--- src/rtl/ctag_pkg.sv ---
package ctag_pkg;
  typedef enum logic [2:0] {
    ST_IDLE,
    ST_LOOKUP,
    ST_WB,
    ST_FILL,
    ST_RESP
  } ctag_state_e;

  localparam int unsigned ENTRY_W = 8;
endpackage

--- src/rtl/ctag_addr_split.sv ---
module ctag_addr_split #(
  parameter int unsigned ADDR_W = 24,
  parameter int unsigned OFF_W  = 5,
  parameter int unsigned IDX_W  = 6
) (
  input  logic [ADDR_W-1:0]           addr,
  input  logic                        dirty_mode,
  output logic [IDX_W-1:0]            idx,
  output logic [ctag_pkg::ENTRY_W-1:0] tag,
  output logic                        cacheable
);
  localparam int unsigned TAG_LO = OFF_W + IDX_W;
  localparam int unsigned HI_LO  = TAG_LO + ctag_pkg::ENTRY_W;
  localparam int unsigned HI_W   = ADDR_W - HI_LO;

  logic hi_clear;

  assign idx = addr[OFF_W +: IDX_W];
  assign tag = addr[TAG_LO +: ctag_pkg::ENTRY_W];

  generate
    if (HI_W > 0) begin : g_hi
      assign hi_clear = (addr[ADDR_W-1:HI_LO] == '0);
    end else begin : g_nohi
      assign hi_clear = 1'b1;
    end
  endgenerate

  assign cacheable = hi_clear && !(dirty_mode && tag[ctag_pkg::ENTRY_W-1]);
endmodule

--- src/rtl/ctag_store.sv ---
module ctag_store #(
  parameter int unsigned IDX_W = 6
) (
  input  logic                         clk,
  input  logic                         rst_n,
  input  logic [IDX_W-1:0]             idx,
  output logic [ctag_pkg::ENTRY_W-1:0] rd_entry,
  output logic                         rd_valid,
  input  logic                         wr_en,
  input  logic [ctag_pkg::ENTRY_W-1:0] wr_entry
);
  localparam int unsigned LINES = 1 << IDX_W;

  logic [ctag_pkg::ENTRY_W-1:0] entries [LINES];
  logic [LINES-1:0]             valid_q;

  always_ff @(posedge clk or negedge rst_n) begin
    if (!rst_n) valid_q <= '0;
    else if (wr_en) valid_q[idx] <= 1'b1;
  end

  always_ff @(posedge clk) begin
    if (wr_en) entries[idx] <= wr_entry;
  end

  assign rd_entry = entries[idx];
  assign rd_valid = valid_q[idx];


  reset_clear_chk: assert property (@(posedge clk) disable iff (!rst_n)
    $rose(rst_n) |-> (valid_q == '0));
endmodule

--- src/rtl/ctag_fsm.sv ---
module ctag_fsm #(
  parameter int unsigned ADDR_W = 24,
  parameter int unsigned OFF_W  = 5,
  parameter int unsigned IDX_W  = 6
) (
  input  logic                         clk,
  input  logic                         rst_n,
  input  logic                         dirty_mode,
  input  logic                         req_valid,
  output logic                         req_ready,
  input  logic [ADDR_W-1:0]            req_addr,
  input  logic                         req_write,
  output logic                         rsp_valid,
  input  logic                         rsp_ready,
  output logic                         rsp_hit,
  output logic                         rsp_uncached,
  output logic                         mem_cmd_valid,
  input  logic                         mem_cmd_ready,
  output logic                         mem_cmd_write,
  output logic [ADDR_W-1:0]            mem_cmd_addr,
  output logic [ADDR_W-1:0]            lk_addr,
  input  logic [IDX_W-1:0]             lk_idx,
  input  logic [ctag_pkg::ENTRY_W-1:0] lk_tag,
  input  logic                         lk_cacheable,
  input  logic [ctag_pkg::ENTRY_W-1:0] st_entry,
  input  logic                         st_valid,
  output logic                         st_wr_en,
  output logic [ctag_pkg::ENTRY_W-1:0] st_wr_entry
);
  import ctag_pkg::*;

  localparam int unsigned TAG_LO = OFF_W + IDX_W;
  localparam int unsigned MSB    = ENTRY_W - 1;

  ctag_state_e state_q, state_d;
  logic [ADDR_W-1:0] addr_q;
  logic              wr_q, hit_q, unc_q;
  logic              tag_match, victim_dirty, need_wb;
  logic [ENTRY_W-1:0] victim_tag;
  logic [ADDR_W-1:0]  victim_addr;

  assign lk_addr = addr_q;

  always_comb begin
    if (dirty_mode) tag_match = (st_entry[MSB-1:0] == lk_tag[MSB-1:0]);
    else            tag_match = (st_entry == lk_tag);
  end

  assign victim_dirty = dirty_mode ? st_entry[MSB] : 1'b1;
  assign need_wb      = st_valid && victim_dirty;
  assign victim_tag   = dirty_mode ? {1'b0, st_entry[MSB-1:0]} : st_entry;

  always_comb begin
    victim_addr = '0;
    victim_addr[OFF_W +: IDX_W]    = lk_idx;
    victim_addr[TAG_LO +: ENTRY_W] = victim_tag;
  end

  always_comb begin
    state_d     = state_q;
    st_wr_en    = 1'b0;
    st_wr_entry = lk_tag;
    case (state_q)
      ST_IDLE:   if (req_valid) state_d = ST_LOOKUP;
      ST_LOOKUP: begin
        if (!lk_cacheable) begin
          state_d = ST_FILL;
        end else if (st_valid && tag_match) begin
          state_d = ST_RESP;
          if (dirty_mode && wr_q) begin
            st_wr_en    = 1'b1;
            st_wr_entry = {1'b1, st_entry[MSB-1:0]};
          end
        end else if (need_wb) begin
          state_d = ST_WB;
        end else begin
          state_d = ST_FILL;
        end
      end
      ST_WB:     if (mem_cmd_ready) state_d = ST_FILL;
      ST_FILL: begin
        if (mem_cmd_ready) begin
          state_d = ST_RESP;
          if (!unc_q) begin
            st_wr_en    = 1'b1;
            st_wr_entry = dirty_mode ? {wr_q, lk_tag[MSB-1:0]} : lk_tag;
          end
        end
      end
      ST_RESP:   if (rsp_ready) state_d = ST_IDLE;
      default:   state_d = ST_IDLE;
    endcase
  end

  always_ff @(posedge clk or negedge rst_n) begin
    if (!rst_n) begin
      state_q <= ST_IDLE;
      addr_q  <= '0;
      wr_q    <= 1'b0;
      hit_q   <= 1'b0;
      unc_q   <= 1'b0;
    end else begin
      state_q <= state_d;
      if (state_q == ST_IDLE && req_valid) begin
        addr_q <= {req_addr[ADDR_W-1:OFF_W], {OFF_W{1'b0}}};
        wr_q   <= req_write;
        hit_q  <= 1'b0;
        unc_q  <= 1'b0;
      end
      if (state_q == ST_LOOKUP) begin
        unc_q <= !lk_cacheable;
        hit_q <= lk_cacheable && st_valid && tag_match;
      end
    end
  end

  assign req_ready     = (state_q == ST_IDLE);
  assign rsp_valid     = (state_q == ST_RESP);
  assign rsp_hit       = hit_q;
  assign rsp_uncached  = unc_q;
  assign mem_cmd_valid = (state_q == ST_WB) || (state_q == ST_FILL);
  assign mem_cmd_write = (state_q == ST_WB) || (unc_q && wr_q);
  assign mem_cmd_addr  = (state_q == ST_WB) ? victim_addr : addr_q;


  cmd_hold_chk: assert property (@(posedge clk) disable iff (!rst_n)
    (mem_cmd_valid && !mem_cmd_ready) |=>
      (mem_cmd_valid && $stable(mem_cmd_addr) && $stable(mem_cmd_write)));


  rsp_hold_chk: assert property (@(posedge clk) disable iff (!rst_n)
    (rsp_valid && !rsp_ready) |=>
      (rsp_valid && $stable(rsp_hit) && $stable(rsp_uncached)));


  one_phase_chk: assert property (@(posedge clk) disable iff (!rst_n)
    $onehot0({req_ready, mem_cmd_valid, rsp_valid}));


  wb_then_fill_chk: assert property (@(posedge clk) disable iff (!rst_n)
    (state_q == ST_WB && mem_cmd_ready) |=> (mem_cmd_valid && !mem_cmd_write));


  bypass_no_update_chk: assert property (@(posedge clk) disable iff (!rst_n)
    st_wr_en |-> !(state_q == ST_FILL && unc_q));
endmodule

--- src/rtl/cache_tag_ctrl.sv ---
module cache_tag_ctrl #(
  parameter int unsigned ADDR_W = 24,
  parameter int unsigned OFF_W  = 5,
  parameter int unsigned IDX_W  = 6
) (
  input  logic              clk,
  input  logic              rst_n,
  input  logic              dirty_mode,
  input  logic              req_valid,
  output logic              req_ready,
  input  logic [ADDR_W-1:0] req_addr,
  input  logic              req_write,
  output logic              rsp_valid,
  input  logic              rsp_ready,
  output logic              rsp_hit,
  output logic              rsp_uncached,
  output logic              mem_cmd_valid,
  input  logic              mem_cmd_ready,
  output logic              mem_cmd_write,
  output logic [ADDR_W-1:0] mem_cmd_addr
);
  localparam int unsigned EW = ctag_pkg::ENTRY_W;

  logic [ADDR_W-1:0] lk_addr;
  logic [IDX_W-1:0]  lk_idx;
  logic [EW-1:0]     lk_tag, st_entry, st_wr_entry;
  logic              lk_cacheable, st_valid, st_wr_en;

  ctag_addr_split #(.ADDR_W(ADDR_W), .OFF_W(OFF_W), .IDX_W(IDX_W)) u_split (
    .addr(lk_addr), .dirty_mode(dirty_mode),
    .idx(lk_idx), .tag(lk_tag), .cacheable(lk_cacheable)
  );

  ctag_store #(.IDX_W(IDX_W)) u_store (
    .clk(clk), .rst_n(rst_n), .idx(lk_idx),
    .rd_entry(st_entry), .rd_valid(st_valid),
    .wr_en(st_wr_en), .wr_entry(st_wr_entry)
  );

  ctag_fsm #(.ADDR_W(ADDR_W), .OFF_W(OFF_W), .IDX_W(IDX_W)) u_fsm (
    .clk(clk), .rst_n(rst_n), .dirty_mode(dirty_mode),
    .req_valid(req_valid), .req_ready(req_ready),
    .req_addr(req_addr), .req_write(req_write),
    .rsp_valid(rsp_valid), .rsp_ready(rsp_ready),
    .rsp_hit(rsp_hit), .rsp_uncached(rsp_uncached),
    .mem_cmd_valid(mem_cmd_valid), .mem_cmd_ready(mem_cmd_ready),
    .mem_cmd_write(mem_cmd_write), .mem_cmd_addr(mem_cmd_addr),
    .lk_addr(lk_addr), .lk_idx(lk_idx), .lk_tag(lk_tag),
    .lk_cacheable(lk_cacheable), .st_entry(st_entry), .st_valid(st_valid),
    .st_wr_en(st_wr_en), .st_wr_entry(st_wr_entry)
  );
endmodule

--- config.mk ---
export PLATFORM = sky130hd
export DESIGN_NAME = cache_tag_ctrl
export DESIGN_NICKNAME = d
export VERILOG_FILES = /design/src/rtl/ctag_pkg.sv /design/src/rtl/ctag_addr_split.sv /design/src/rtl/ctag_store.sv /design/src/rtl/ctag_fsm.sv /design/src/rtl/cache_tag_ctrl.sv
export SDC_FILE = /design/constraint.sdc
export NUM_CORES = 1
export LEC_CHECK = 0
export ABC_CLOCK_PERIOD_IN_PS = 9400
export BUFFER_PORTS_ARGS = -buffer_cell sky130_fd_sc_hd__buf_2
export CAP_MARGIN = 20
export CORE_MARGIN = 3
export CORE_UTILIZATION = 30
export DETAILED_ROUTE_END_ITERATION = 8
export GPL_TIMING_DRIVEN = 0
export PLACE_DENSITY = 0.54
export SETUP_SLACK_MARGIN = 0.02
export SKIP_CTS_REPAIR_TIMING = 1
export SLEW_MARGIN = 20
export SYNTH_ARGS = -nofsm -noshare
export SYNTH_HDL_FRONTEND = slang
export SYNTH_SLANG_ARGS = --single-unit
--- constraint.sdc ---
create_clock -name clk -period 9.4 [get_ports clk]
set_input_delay 0.47 -clock clk [delete_from_list [all_inputs] [get_ports clk]]
set_output_delay 0.47 -clock clk [all_outputs]
set_load 0.05 [all_outputs]
Yosys cells after proc, flatten, opt, wreduce, memory -nomap -nowiden
Memory sizes are Yosys's and may differ from the RTL's.
Index checks and enable logic that the tools add are counted.
- bits in read-only memories: 0
- bits in latches: 0
- memory bits (writable): 512
- flip-flop bits (word level): 89
- memories: 1
- div/mod/pow operators: 0
- order comparisons: 2
- muxes and demuxes: 34
- shifts and indexed selects: 0
- reductions and logical operators: 18
- bitwise operators: 1
- add/subtract/negate cells: 0
- eq/ne operators: 10
- $mul: 0
- memory list (memory ; words ; bits a word ; read ports ; clocked after memory_dff ; wr ports ; RTL line ; RTL):
    u_store.entries ; 64 ; 8 ; 1 ; 0 ; 1 ; ctag_store.sv:14 ; logic [ctag_pkg::ENTRY_W-1:0] entries [LINES];
- operators with widths (kind ; number):
    $or A64 B64 Y64 ; 1
    $mux W8 ; 7
    $mux W24 ; 1
    $mux W3 ; 6
    $pmux W8 S2 ; 1
    $mux W1 ; 15
    $pmux W3 S5 ; 1
    $logic_and A1 B1 Y1 ; 10
    $eq A8 B8 Y1 ; 1
    $eq A7 B7 Y1 ; 1
    $lt A6 B7 Y1 const B ; 1
    $bmux W1 S6 ; 1
    $demux W1 S6 ; 1
    $eq A3 B2 Y1 const B ; 2
    $ge A6 B1 Y1 const B ; 1
    $ne A2 B2 Y1 const B ; 3
    $logic_not A5 Y1 ; 1
    $reduce_and A4 Y1 ; 1
    $eq A3 B1 Y1 const B ; 1
    $eq A3 B3 Y1 const B ; 1
    $logic_not A3 Y1 ; 1
    $logic_not A1 Y1 ; 2
    $logic_or A1 B1 Y1 ; 2
    $ne A2 B1 Y1 const B ; 1
    other kinds (2) ; 2

Logic depth before layout (Yosys ltp)
An unclocked memory read counts as a cell.
- depth in word-level cells: 9
- mapped depth: 16
- depth with buffers taken out: 9

Modules after synthesis
A second synthesis with hierarchy kept.
- cells, all modules: 1511
- area, all modules: 24174.4 um^2
- modules (own cells, without submodules) (module ; instances ; area an instance (um^2) ; cells an instance):
    ctag_store ; 1 ; 22475.3 ; 1355
    ctag_fsm ; 1 ; 1572.8 ; 140
    ctag_addr_split ; 1 ; 126.4 ; 16

Least setup slack after synthesis
OpenSTA, ideal clock, no wires.
- path kind: flip-flop to flip-flop
- from: register u_fsm.addr_q[7] (netlist: u_fsm.lk_addr[7])
- to: memory u_store.entries[0][7] (netlist bit), data pin
- stages on the path, launching flop included: 13
- path buffers: 4
- setup slack: 4.286 ns
- data required time: 8.833 ns
- arrival time: 4.546 ns
- setup time: 0.567 ns
- cell sequence: dfrtp_1 -> buf_2 -> buf_2 -> buf_2 -> buf_4 -> mux2i_1 -> o22ai_1 -> a2111o_1 -> nor4_1 -> xnor2_1 -> nand2b_1 -> nand3_1 -> o221ai_1
- longest elaborated chain between the ends: 7
- elaborated cells on any way between the ends: 10
- ends and longest elaborated chain (element ; RTL line ; RTL):
    start: declaration ; ctag_fsm.sv:36 ; logic [ADDR_W-1:0] addr_q;
    start signal: assignment ; ctag_fsm.sv:105 ; addr_q <= {req_addr[ADDR_W-1:OFF_W], {OFF_W{1'b0}}};
    $mem_v2 Z64 W8 ; n/a ;
    $eq A8 B8 Y1 / $eq A7 B7 Y1 (equally long branches) ; ctag_fsm.sv:46, ctag_fsm.sv:45 ;
    $mux W1 ; ctag_fsm.sv:45 ; if (dirty_mode) tag_match = (st_entry[MSB-1:0] == lk_tag[MSB-1:0]);
    $logic_and A1 B1 Y1 * ; ctag_fsm.sv:68 ; end else if (st_valid && tag_match) begin
    $mux W8 * ; ctag_fsm.sv:68 ;
    $mux W8 * ; ctag_fsm.sv:66 ; if (!lk_cacheable) begin
    $pmux W8 S2 * ; ctag_fsm.sv:63 ; case (state_q)
    net st_wr_entry[7] ; cache_tag_ctrl.sv:26 ; logic [EW-1:0] lk_tag, st_entry, st_wr_entry;
    end: declaration ; ctag_store.sv:14 ;
Mark *: on every way through the listed nets, which the timed path passes. The rest lies on a longest branch. The select of a mux whose other input is x is not followed.

Worst setup path in the final report
- from: register u_fsm.addr_q[7] (netlist: u_fsm.lk_addr[7])
- to: memory u_store.entries[63][0] (netlist bit) (enable)
- longest elaborated chain between the ends: 9
- elaborated cells on any way between the ends: 12
- ends and longest elaborated chain (element ; RTL line ; RTL):
    $mem_v2 Z64 W8 ; n/a ;
    $eq A8 B8 Y1 / $eq A7 B7 Y1 (equally long branches) ; ctag_fsm.sv:46, ctag_fsm.sv:45 ;
    $mux W1 ; ctag_fsm.sv:45 ;
    $logic_and A1 B1 Y1 ; ctag_fsm.sv:68 ;
    $mux W1 ; ctag_fsm.sv:68 ;
    $mux W1 ; ctag_fsm.sv:66 ;
    $pmux W1 S2 ; ctag_fsm.sv:63 ;
    $mux W1 ; ctag_store.sv:23 ; if (wr_en) entries[idx] <= wr_entry;
    $mux W1 (implied by the code) ; ctag_store.sv:23 ;
Several ways; a longest one is shown, not always the timed one. The select of a mux whose other input is x is not followed.

==> results.sh <==
export IMPL_status="complete, no violations"
export IMPL_die_w_um=293
export IMPL_finalSetupViolCount=0
export IMPL_holdPathStages=3
export IMPL_hold_class="input pin to flip-flop"
export IMPL_finalWorstSetupSlack_ps=2470
export IMPL_dr_first_iter_drc_count=2063
export IMPL_ios=61
export IMPL_fin_crit_ps=6930
export IMPL_grt_overflow=0
export IMPL_cellInternalPower_mw=6.16
export IMPL_p_seq_frac=0.335
export IMPL_critPathLaunchType="flip-flop"
export IMPL_slowest_stage="a221oi_1"
export IMPL_path_clk_slew_ps=60
export IMPL_busiest_layer="met2"
export IMPL_grt_use_met1=0.289
export IMPL_synth_area_leaders="edfxtp_1, dfrtp_1, mux4_2"
export IMPL_worst_ep_arrival_time_ps=7150
export IMPL_die_h_um=293
export IMPL_synth_cell_type_count=76
export IMPL_gp_congestion=0.996
export IMPL_cts_buffer_depth=3
export IMPL_nets=1710
export IMPL_path_buf_inv=5
export IMPL_drt_wl_total_um=92600
export IMPL_area_growth_pct=16.9
export IMPL_drive_gt1_frac=0.211
export IMPL_synth_area_mm2=0.0248
export IMPL_slew_headroom=0.164
export IMPL_p_sw_mw=4.26
export IMPL_r2r_start="u_fsm.lk_addr[7]$_DFFE_PN0P_"
export IMPL_worstSetupEndpointType="flip-flop"
export IMPL_cp_required_ps=9620
export IMPL_synth_edf_count=512
export IMPL_min_from="req_addr[6]"
export IMPL_fp_coreArea_mm2=0.0812
export IMPL_clockPowerShare=0.260
export IMPL_grt_use_met3=0.0611
export IMPL_wl_per_cell_um=33.2
export IMPL_grt_pass1_vias=15591
export IMPL_worst_path_stages=13
export IMPL_numCtsBuffers=68
export IMPL_htree_levels=3
export IMPL_postPlaceCellArea_mm2=0.0267
export IMPL_root_buffer="clkbuf_16"
export IMPL_cp_max_fo=10
export IMPL_r2r_slack_ps=2470
export IMPL_max_stage_delay_ps=810
export IMPL_rr_endpoint="u_store.entries[63][0]$_DFFE_PP_"
export IMPL_cts_tree="yes"
export IMPL_worstPathCellList="buf_2, buf_2, buf_2, mux4_2, a221oi_1, nor2_1, nor4_2, xnor2_1, nor4_2, a21oi_2, buf_2, buf_4, nor2_1"
export IMPL_power_density_mw_per_mm2=360
export IMPL_skew_ps=31.8
export IMPL_critical_path_class="flip-flop to flip-flop"
export IMPL_power_frac_comb=0.405
export IMPL_synth_seq_cells=601
export IMPL_finalCritPeriodShare=0.737
export IMPL_worstSkewPairLatency_ps=610
export IMPL_switching_share=0.409
export IMPL_syn_avg_cell_area_um2=16.1
export IMPL_rows=104
export IMPL_gr_usage_all_layers=0.213
export IMPL_dieArea_mm2=0.0861
export IMPL_reg2reg_depth=13
export IMPL_cpMostUsedCell="buf_2"
export IMPL_io_buffer_count=50
export IMPL_antenna_left=0
export IMPL_antenna_found_initial=6
export IMPL_drc_errors=0
export IMPL_diodes=0
export IMPL_ir_drop_uv=180
export IMPL_worst_slew_pin_slew_ps=1250
export IMPL_yosysWarnings=0
export IMPL_dr_total_vias=15920
export IMPL_gr_usage_met2=0.318
export IMPL_ys_seq_area_frac=0.710
export IMPL_finalInstanceArea_mm2=0.0290
export IMPL_p_leak_nw=9.70
export IMPL_nFillCells=7727
export IMPL_cts_sinks=601
export IMPL_synthFlopType="edfxtp_1"
export IMPL_netlist_instances=1543
export IMPL_async_reset_ff_frac=0.148
export IMPL_start_util=0.305
export IMPL_finalHoldViolCount=0
export IMPL_max_cap_violations=0
export IMPL_synth_top_cell_area_share=0.620
export IMPL_dr_pass1_iters=6
export IMPL_dp_hpwl_um=62100
export IMPL_yosysTopAreaCell="edfxtp_1"
export IMPL_viasPerCell=5.70
export IMPL_grt_pass1_wl_um=127000
export IMPL_rsz0062_at_grt="false"
export IMPL_dp_slack_ps=2610
export IMPL_whs_endpoint="u_fsm.lk_addr[6]$_DFFE_PN0P_"
export IMPL_drv_slew=0
export IMPL_fmax_ghz=0.144
export IMPL_path_delay_family="buffers and inverters"
export IMPL_grt_max_degree=69
## metal layers
metal  vias up  share of wire
li1       6328              -
met4         2          0.050
met5         -        0.00013
met1      8359           0.41
met3       225           0.11
met2      1006           0.43
## synthesized netlist by cell type (10+ instances only)
library cell	instances
nand3_1	14
a22oi_1	36
a21oi_1	41
inv_1	16
o21bai_1	55
dfrtp_1	89
a22o_1	12
o31ai_1	10
a221oi_1	14
nand2b_1	11
a31oi_1	10
nor2_1	81
nor3_1	12
buf_4	28
clkbuf_1	46
buf_6	10
mux4_2	53
o21ai_0	28
o22ai_1	30
mux2_2	37
nor2b_1	12
nand2_1	95
mux2i_1	101
edfxtp_1	512
buf_2	36
## cell type report
type	count	area [um2]	share of cell area
flip-flops and latches	601	17600	0.608
plain buffers	124	721	0.0249
well taps	1060	1330	0.0458
repair buffers	62	487	0.0168
multi-input cells	806	6520	0.225
clock buffers	89	1880	0.0650
inverters	16	60.1	0.00207
clock inverters	33	367	0.0127
## sequential cells by signal (all words and copies together) (netlist names)
name,cells
u_fsm.state_q,3
u_fsm.wr_q,1
u_fsm.rsp_hit,1
u_store.valid_q,64
u_store.entries,512
u_fsm.lk_addr,19
u_fsm.rsp_uncached,1
## kinds of logic after synthesis
logic type,Yosys count,share of synthesized area
flip-flops,601,0.710
AO/OA/AOI/OAI,302,0.0877
AND/OR/NAND/NOR,296,0.0612
multiplexers,197,0.108
buffers and inverters,140,0.0303
XOR/XNOR,6,0.00212
other,1,0.000151
## worst reg2reg max path, delay by kind of cell (launching register included)
family | cells | cell delay [ps]
xor gates and xnor gates | 1 | 210
DFF | 1 | 590
and+or+nand+nor | 4 | 1880
muxes | 1 | 480
AOI/OAI and AO/OA | 2 | 980
buffers and inverters | 5 | 2410
## worst max path at each step
stage / startpoint / end
global placement: u_fsm.lk_addr[7]$_DFFE_PN0P_ / u_store.entries[30][7]$_DFFE_PP_
CTS: u_fsm.lk_addr[7]$_DFFE_PN0P_ / u_store.entries[63][0]$_DFFE_PP_
finish: u_fsm.lk_addr[7]$_DFFE_PN0P_ / u_store.entries[63][0]$_DFFE_PP_
floorplan: u_fsm.lk_addr[7]$_DFFE_PN0P_ / u_store.entries[0][7]$_DFFE_PP_
detailed placement: u_fsm.lk_addr[7]$_DFFE_PN0P_ / u_store.entries[63][0]$_DFFE_PP_
global route: u_fsm.lk_addr[7]$_DFFE_PN0P_ / u_store.entries[52][3]$_DFFE_PP_
## through the flow
step	utilization	power, mW	cells	setup TNS, ps	hold slack, ps
floorplan	-	5.72	1547	0	174
global placement	0.325	7.54	2657	-52880	444
detailed placement	0.329	7.64	2668	0	336
CTS	0.357	10.3	2790	0	-289
global route	0.357	10.6	2791	0	103
finish	0.357	10.4	2791	0	115
## cell usage in the layout, fill, tap and decap left out, types with 12 or more instances in the layout
cell,n
mux4_2,53
nor2b_1,12
inv_1,16
nor2_1,78
o21bai_1,55
o21ai_0,28
a22oi_1,36
a22o_1,12
mux2_2,37
nand2_1,95
nand3_1,14
buf_2,85
o22ai_1,30
mux2i_1,101
clkbuf_16,71
dfrtp_1,89
edfxtp_1,512
buf_4,30
a21oi_1,41
clkinv_1,12
clkbuf_1,50
a221oi_1,14
## power by group through the flow
stage	Combinational [mW]	Sequential [mW]	Clock, mW
global placement	3.94	3.61	0
detailed placement	4.10	3.54	0
CTS	4.11	3.49	2.72
floorplan	2.19	3.53	0
global route	4.30	3.51	2.84
finish	4.22	3.49	2.70
(Power assumes the default switching activity.)
